### src/rtl/ooo_issue_queue.sv
module ooo_issue_queue #(
  parameter int DEPTH  = 8,
  parameter int TAGW   = 6,
  parameter int AGEW   = 3,
  parameter int NCLS   = 4,
  parameter int WAKE_N = 2,
  parameter logic [NCLS-1:0] PIPE_MASK = 4'b0111,
  localparam int SLOTW = $clog2(DEPTH),
  localparam int CLSW  = $clog2(NCLS),
  localparam int CNTW  = $clog2(NCLS + 1)
) (
  input  logic                     clk,
  input  logic                     rst_n,
  input  logic                     flush,
  input  logic                     enq_valid,
  input  logic [TAGW-1:0]          enq_src0,
  input  logic                     enq_rdy0,
  input  logic [TAGW-1:0]          enq_src1,
  input  logic                     enq_rdy1,
  input  logic [TAGW-1:0]          enq_dst,
  input  logic [CLSW-1:0]          enq_cls,
  input  logic                     enq_load,
  output logic                     full,
  input  logic [WAKE_N-1:0]        wk_valid,
  input  logic [WAKE_N*TAGW-1:0]   wk_tag,
  input  logic [NCLS-1:0]          unit_ready,
  input  logic [NCLS-1:0]          unit_done,
  input  logic [CNTW-1:0]          preg_avail,
  output logic [NCLS-1:0]          dsp_valid,
  output logic [NCLS*TAGW-1:0]     dsp_dst,
  output logic [NCLS*SLOTW-1:0]    dsp_slot
);
  localparam logic [AGEW-1:0] AGE_MAX = '1;

  logic [DEPTH-1:0] v, r0, r1, ld, taken, hit0, hit1;
  logic [TAGW-1:0]  s0 [DEPTH];
  logic [TAGW-1:0]  s1 [DEPTH];
  logic [TAGW-1:0]  dst [DEPTH];
  logic [CLSW-1:0]  cls [DEPTH];
  logic [AGEW-1:0]  age [DEPTH];
  logic [NCLS-1:0]  busy;
  logic [SLOTW-1:0] free_idx;
  logic             enq_go, ehit0, ehit1;

  function automatic logic woke(input logic [TAGW-1:0] t);
    logic m;
    m = 1'b0;
    for (int k = 0; k < WAKE_N; k++)
      if (wk_valid[k] && wk_tag[k*TAGW +: TAGW] == t) m = 1'b1;
    return m;
  endfunction

  assign full   = &v;
  assign enq_go = enq_valid && !full && !flush;
  assign ehit0  = woke(enq_src0);
  assign ehit1  = woke(enq_src1);

  always_comb begin
    free_idx = '0;
    for (int i = DEPTH - 1; i >= 0; i--)
      if (!v[i]) free_idx = SLOTW'(i);
  end

  always_comb begin
    for (int i = 0; i < DEPTH; i++) begin
      hit0[i] = woke(s0[i]);
      hit1[i] = woke(s1[i]);
    end
  end

  always_comb begin
    logic [CNTW-1:0]  ngr;
    logic [SLOTW-1:0] bi;
    logic             bok;
    ngr       = '0;
    taken     = '0;
    dsp_valid = '0;
    dsp_dst   = '0;
    dsp_slot  = '0;
    for (int c = 0; c < NCLS; c++) begin
      bok = 1'b0;
      bi  = '0;
      for (int i = 0; i < DEPTH; i++) begin
        if (v[i] && r0[i] && r1[i] && cls[i] == CLSW'(c)) begin
          if (!bok || (ld[i] && !ld[bi]) || (ld[i] == ld[bi] && age[i] > age[bi])) begin
            bok = 1'b1;
            bi  = SLOTW'(i);
          end
        end
      end
      if (bok && unit_ready[c] && !busy[c] && ngr < preg_avail) begin
        dsp_valid[c]                 = 1'b1;
        dsp_dst[c*TAGW +: TAGW]      = dst[bi];
        dsp_slot[c*SLOTW +: SLOTW]   = bi;
        taken[bi]                    = 1'b1;
        ngr                          = ngr + 1'b1;
      end
    end
  end

  always_ff @(posedge clk or negedge rst_n) begin
    if (!rst_n) begin
      busy <= '0;
    end else begin
      busy <= (busy & ~unit_done) | (dsp_valid & ~PIPE_MASK);
    end
  end

  always_ff @(posedge clk or negedge rst_n) begin
    if (!rst_n) begin
      v  <= '0;
      r0 <= '0;
      r1 <= '0;
      ld <= '0;
      for (int i = 0; i < DEPTH; i++) begin
        s0[i]  <= '0;
        s1[i]  <= '0;
        dst[i] <= '0;
        cls[i] <= '0;
        age[i] <= '0;
      end
    end else if (flush) begin
      v <= '0;
    end else begin
      for (int i = 0; i < DEPTH; i++) begin
        if (taken[i]) begin
          v[i] <= 1'b0;
        end else if (v[i]) begin
          r0[i]  <= r0[i] | hit0[i];
          r1[i]  <= r1[i] | hit1[i];
          age[i] <= (age[i] == AGE_MAX) ? AGE_MAX : age[i] + 1'b1;
        end
      end
      if (enq_go) begin
        v[free_idx]   <= 1'b1;
        s0[free_idx]  <= enq_src0;
        s1[free_idx]  <= enq_src1;
        r0[free_idx]  <= enq_rdy0 | ehit0;
        r1[free_idx]  <= enq_rdy1 | ehit1;
        dst[free_idx] <= enq_dst;
        cls[free_idx] <= enq_cls;
        ld[free_idx]  <= enq_load;
        age[free_idx] <= '0;
      end
    end
  end
endmodule

### config.mk
export PLATFORM = sky130hd
export DESIGN_NAME = ooo_issue_queue
export DESIGN_NICKNAME = d
export VERILOG_FILES = /design/src/rtl/ooo_issue_queue.sv
export SDC_FILE = /design/constraint.sdc
export NUM_CORES = 1
export LEC_CHECK = 0
export CAP_MARGIN = 20
export CORE_UTILIZATION = 55
export CTS_CLUSTER_DIAMETER = 60
export DETAILED_ROUTE_END_ITERATION = 6
export PLACE_DENSITY_LB_ADDON = 0.3
export SETUP_SLACK_MARGIN = 0.2
export SKIP_LAST_GASP = 1
export SLEW_MARGIN = 20
export SYNTH_ARGS = -nofsm -noshare
export SYNTH_HDL_FRONTEND = slang
export SYNTH_SLANG_ARGS = --single-unit
### constraint.sdc
create_clock -name clk -period 17.9 [get_ports clk]
set_input_delay 2.685 -clock clk [delete_from_list [all_inputs] [get_ports clk]]
set_output_delay 2.685 -clock clk [all_outputs]
set_load 0.01 [all_outputs]
### Word level (Yosys, flattened, before mapping)

Cells that the tools add are included.

| storage, ports and cells | value |
|---|---|
| register bits | 220 |
| output and inout port bits | 41 |

| cells by class | value |
|---|---|
| $add $sub $neg | 10 |
| order comparisons | 93 |
| eq/ne operators | 93 |
| muxes and demuxes | 435 |
| bitwise operators | 57 |
| reduce and logical (&&, ||, !) cells | 279 |

Operator list:

| kind | number |
|---|---|
| two-way mux 3 bit | 143 |
| binary-select mux 3 bit (select 3 bit) | 24 |
| == test 6 bit | 36 |
| two-way mux 1 bit | 202 |
| logical AND 1 bit | 154 |
| bitwise mux 48 bit | 3 |
| >= comparator 4 bit, second input constant | 29 |
| less-than comparator 3 x 4 -> 1 bit, second input constant | 29 |
| NOT 3 -> 4 bit | 29 |
| two-way mux 6 bit | 13 |
| > comparator 3 bit | 25 |
| binary-select mux 1 bit (select 3 bit) | 24 |
| binary-select mux 6 bit (select 3 bit) | 4 |
| two-way mux 8 bit | 8 |
| logical NOT 1 bit | 59 |
| logical OR 1 bit | 56 |
| == test 2 bit, second input constant | 16 |
| bitwise OR 8 bit | 4 |
| adder 3 x 1 -> 3 bit, second input constant | 10 |
| == test 1 bit | 25 |
| AND 24 bit | 1 |
| bitwise mux 8 bit | 3 |
| == test 3 bit, second input constant | 8 |
| two-way mux 24 bit | 1 |
| 20 further kinds | 61 |

### Longest topological paths before layout

Gate-level depths: netlist of run 1.

| logic depth | value |
|---|---|
| depth after elaboration | 81 |
| gate-level depth with buffers | 70 |

### Worst setup path after synthesis of run 1

Ideal clock, no wire load.

| timing | value |
|---|---|
| kind | register to output |
| start | register age[23] in the netlist's numbering |
| end | output dsp_dst[1] |
| arrival | 12.528 ns |
| slack | 2.687 ns |
| stages on the path, launching flop included | 62 |
| path buffers | 8 |
| cell sequence | dfrtp_1 -> clkbuf_1 -> clkbuf_1 -> inv_1 -> ha_1 -> o21a_1 -> a21oi_1 -> a21o_1 -> clkbuf_1 -> nand2_1 -> o21ai_0 -> ha_1 -> a31oi_1 -> a311oi_1 -> nor2_1 -> mux2_2 -> ha_1 -> o21ai_0 -> [26 not listed] -> a21o_1 -> o21ai_0 -> clkbuf_1 -> a311oi_1 -> a311oi_1 -> a211oi_1 -> o22ai_1 -> ha_1 -> o21ai_0 -> a31oi_1 -> a21oi_1 -> a2bb2oi_1 -> o21ai_0 -> a31oi_2 -> clkbuf_1 -> mux4_2 -> mux2i_1 -> a21oi_1 |

| on the way | value |
|---|---|
| cells in the longest elaborated chain, start to end | 64 |
| elaborated cells between the ends (all ways) | 123 |
| those cells by class | order compare: 7; eq/ne: 6; mux: 62; bitwise: 7; reduce/logical: 41 |

RTL lines:

| item | RTL line | source |
|---|---|---|
| start: declaration | 40 | `logic [AGEW-1:0] age [DEPTH];` |
| start signal: indexed assignment | 131 | `age[i] <= (age[i] == AGE_MAX) ? AGE_MAX : age[i] + 1'b1;` |
| > comparator 3 bit | 85 | `if (!bok \|\| (ld[i] && !ld[bi]) \|\| (ld[i] == ld[bi] && age[i] > age[bi])) begin` |
| logical AND 1 bit | 85 |  |
| logical OR 1 bit | 85 |  |
| two-way mux 1 bit | 85 |  |
| two-way mux 1 bit | 84 | `if (v[i] && r0[i] && r1[i] && cls[i] == CLSW'(c)) begin` |
| NOT 3 -> 4 bit (not written as such) | 85 |  |
| binary-select mux 3 bit (select 3 bit) | 85 |  |
| two-way mux 3 bit (not written as such) (2 in series) | 85 |  |
| [46 not listed] | n/a |  |
| logical AND 1 bit | 85 |  |
| logical OR 1 bit | 85 |  |
| two-way mux 3 bit | 85 |  |
| two-way mux 3 bit | 84 |  |
| NOT 3 -> 4 bit (not written as such) | 93 | `dsp_dst[c*TAGW +: TAGW] = dst[bi];` |
| binary-select mux 6 bit (select 3 bit) | 93 |  |
| two-way mux 6 bit (not written as such) (2 in series) | 93 |  |
| two-way mux 6 bit * | 91 | `if (bok && unit_ready[c] && !busy[c] && ngr < preg_avail) begin` |
| end: declaration | 30 | `output logic [NCLS*TAGW-1:0] dsp_dst,` |

Mark *: on every way between the ends. The rest lies on a longest branch, timed or not. The select of a mux whose other input is x is not followed.

### Final worst setup path of run 1

| timing | value |
|---|---|
| start | register age[18] in the netlist's numbering |
| end | output dsp_dst[5] |

Same word-level chain as after synthesis.

==> summary.txt, run 1 <==
Critical path
  • CP max stage cell: clkdlybuf4s50_1
  • Worst Reg-to-Reg Cells: 63
  • Worst Path Required: 15.21 ns
  • CP dominant cell by count: a21oi_1
  • Buf/Inv on CP: 7
  • Crit Path Class: flip-flop to primary output
  • Reg2reg end: age[22]$_DFFE_PN0N_
  • CP max FO: 18
  • Arr. time, crit path: 14.39 ns
  • Crit-path max cell delay: 0.51 ns
  • Reg-to-Reg Start: age[18]$_DFFE_PN0N_
  • CP Capture Type: primary output
  • Worst reg2reg setup slack: 4.11 ns
  • Top Family by Delay on Critical Path: compound AO/OA/AOI/OAI gates
  • CP Launch Type: flip-flop

Floorplan
  • Die Span Y: 189 um
  • Core ar.: 0.0345 mm^2
  • Die W: 189 um
  • # IOs: 93
  • DIE AREA: 0.0358 mm^2
  • Initial Util: 55.9%
  • FP Rows: 68

Global routing
  • Initial antenna violation count: 1
  • GRT Overall Usage: 41.6%
  • First-pass GRT wire length: 113000 um
  • Vias in the first global route: 19000
  • Largest net degree at the start of global routing: 194
  • Gr ovfl total: 0

Place
  • GP Congestion: 1.07
  • Port bufs: 92
  • Placed cell areas: 0.0209 mm^2
  • Dpl hpwl: 53700 um

Yosys
  • Synth top area cells: dfrtp_1 (29%), nand2_1 (9.3%), ha_1 (7.3%), xnor2_1 (5.0%), mux2_2 (4.8%)
  • Avg Cell Area, Syn: 8.18 um^2
  • Main synth FF type: dfrtp_1
  • Post-synth cell types: 96
  • Post-Synthesis Cells: 2358
  • Asr flop ratio synth: 100%
  • Sequential area share after synthesis: 28.5%
  • Syn. warnings: 0
  • Seq cells post-synth: 220
  • Post-synth EDFFs: 0
  • Net Count, Synth: 2523
  • Post-Synthesis Cell Area: 0.0193 mm^2
  • Top cell type's share of synthesized area: 28.5%
  • Post-synth top area cell: dfrtp_1

Detailed routing
  • Vias per cell: 6.85
  • Via count: 19700
  • DR iter-0 viols: 2425
  • Routed wire length: 75500 um
  • DRC viols: 0
  • Detailed Routing Iterations Pass 1: 6
  • Antenna Nets Post-Route: 0
  • Wirelength per Cell: 26.2 um

Run status
  • Status: finished, final reports clean

STA
  • Relative slew slack: 26.8%
  • Worst Clk Skew: 0.0308 ns
  • Final min period: 17.07 ns
  • Worst Tran Pin Value: 1.10 ns
  • RSZ-0062 raised after global routing: true
  • Hold Fails Final Rpt: 0
  • Period utilization: 95.4%
  • Slew Limit Fails: 0
  • Post-Route Setup TNS: 0 ns
  • Hold_ws: 0.519 ns
  • Max Freq: 0.0586 GHz
  • Setup violators final: 0

Layout
  • P&R area growth vs syn: 13.2%
  • Final #Nets: 2572
  • Most common cell after layout, fill and taps aside: nand2_1
  • Most frequent cells in the layout: nand2_1 (472), dfrtp_1 (219), o21ai_0 (115)
  • Fin area: 0.0218 mm^2
  • Share of layout cells above drive strength 1: 12.1%
  • Fillers: 2981

CTS
  • CTS H-tree depth: 1
  • Clock root cell: clkbuf_16
  • Clk Latency, worst-skew pair: 0.58 ns
  • Reg clk slew, reported paths: 0.06 ns
  • Max Buffers Root-to-Sink: 3
  • Post-CTS Hold Fix Bufs: 0
  • # clock sinks: 220
  • CTS tree: done
  • TritonCTS buffer count: 26

Power and ir drop
  • Tot Pwr: 1.75 mW
  • Peak supply drop: 0.0859 mV
  • P_leak: 10.0 nW
  • PD cells: 80.2 mW/mm^2

Flow run
  • Max cap viols: 0

Min path
  • Min-delay src: busy[2]$_DFF_PN0_
  • Worst Hold Class: flip-flop to flip-flop
  • Hold EP: busy[2]$_DFF_PN0_
  • Hold Crit Depth: 1
==> layout make-up <==
| type | instances | area [um^2] | area share (%) |
|---|---|---|---|
| Timing Repair Buffer | 178 | 1630 | 7.46 |
| Inverter | 70 | 267 | 1.22 |
| Clock buffer | 38 | 746 | 3.41 |
| Clock inverter | 8 | 77.6 | 0.355 |
| Sequential cell | 220 | 5510 | 25.2 |
| Antenna cell | 1 | 2.50 | 0.0115 |
| Multi-Input combinational cell | 1911 | 13000 | 59.7 |
| Tap cell | 455 | 569 | 2.61 |
==> registers in the layout, summed over array words and instances (netlist names) <==
| register | flops |
|---|---|
| s1 | 48 |
| age | 24 |
| dst | 48 |
| r0 | 8 |
| cls | 16 |
| ld | 8 |
| busy | 4 |
| s0 | 48 |
| v | 8 |
| r1 | 8 |
==> layer usage <==
layer / share of wire, % / vias up / GRT usage (%)
li1: - / 8639 / -
met1: 37 / 9416 / 51.4
met2: 44 / 1300 / 65.4
met3: 12 / 394 / 10.5
met4: 6.8 / 0 / 24.9
met5: 0 / - / 0
==> cells in the mapped netlist (all sizes together), types with 9 or more instances <==
| cell type | n |
|---|---|
| a211oi | 32 |
| a21o | 15 |
| a21oi | 107 |
| a221oi | 19 |
| a22oi | 10 |
| a2bb2oi | 12 |
| a31o | 11 |
| a31oi | 39 |
| and2 | 12 |
| and3 | 10 |
| and4 | 9 |
| buf | 27 |
| clkbuf | 130 |
| dfrtp | 220 |
| ha | 113 |
| inv | 66 |
| mux2 | 82 |
| mux2i | 61 |
| nand2 | 476 |
| nand2b | 14 |
| nand3 | 35 |
| nand4 | 49 |
| nor2 | 112 |
| nor2b | 18 |
| nor3 | 28 |
| nor4 | 45 |
| o211ai | 18 |
| o21ai | 127 |
| o221ai | 17 |
| o22a | 18 |
| o22ai | 40 |
| o31ai | 11 |
| or2 | 12 |
| or3 | 15 |
| xnor2 | 111 |
| xor2 | 105 |
==> how the worst max path moves through the flow <==
stage | start | to | slack (ns) | cells after the start
final | age[18]$_DFFE_PN0N_ | dsp_dst[5] | 0.83 | 63
after global routing | age[18]$_DFFE_PN0N_ | dsp_dst[5] | 0.02 | 65
after CTS | age[18]$_DFFE_PN0N_ | dsp_dst[11] | 0.35 | 64
after detailed placement | age[18]$_DFFE_PN0N_ | dsp_dst[11] | 0.80 | 64
after global placement | age[18]$_DFFE_PN0N_ | dsp_dst[11] | 1.08 | 64
after floorplan | age[23]$_DFFE_PN0N_ | dsp_dst[1] | 2.69 | 61
==> stage by stage <==
stage	instances	util, %	setup slack (ns)
after floorplan	2358	-	2.69
after global placement	2831	60.3	1.08
after detailed placement	2831	60.4	0.797
after CTS	2877	62.8	0.351
after global routing	2880	63.2	0.0201
final	2881	63.2	0.829
==> power breakdown <==
group          switching, mW  total [mW]  internal, mW
registers             0.0918       0.639         0.547
logic                  0.351       0.594         0.244
clock network          0.227       0.518         0.291
total                  0.669        1.75          1.08
==> timing repair <==
action | 4_1_cts | 5_1_grt
resized for setup | 1 | 29
buffers inserted | 0 | 2
setup endpoints to repair | 1 | 28
pin swaps | 0 | 2
==> cells by family after synthesis <==
logic type      count (synthesis)  synth area share (%)
flops                         220                  28.5
mux                           149                  8.65
simple gates                  861                  20.5
xor+xnor                      216                  9.80
buf+inv                       227                  4.66
compound gates                572                  20.6
fa+ha+maj                     113                  7.33
Note: power is estimated with default switching activity, not from simulation.
==> run 2, diff against run 1 <==
--- a/config.mk
+++ b/config.mk
@@ -5,7 +5,7 @@
 export SDC_FILE = /design/constraint.sdc
 export NUM_CORES = 1
 export LEC_CHECK = 0
-export CAP_MARGIN = 20
+export CAP_MARGIN = 0
 export CORE_UTILIZATION = 55
 export CTS_CLUSTER_DIAMETER = 60
 export DETAILED_ROUTE_END_ITERATION = 6
==> results of run 2 <==
Same layout as run 1: the final DEF is identical, and so are final timing and power.
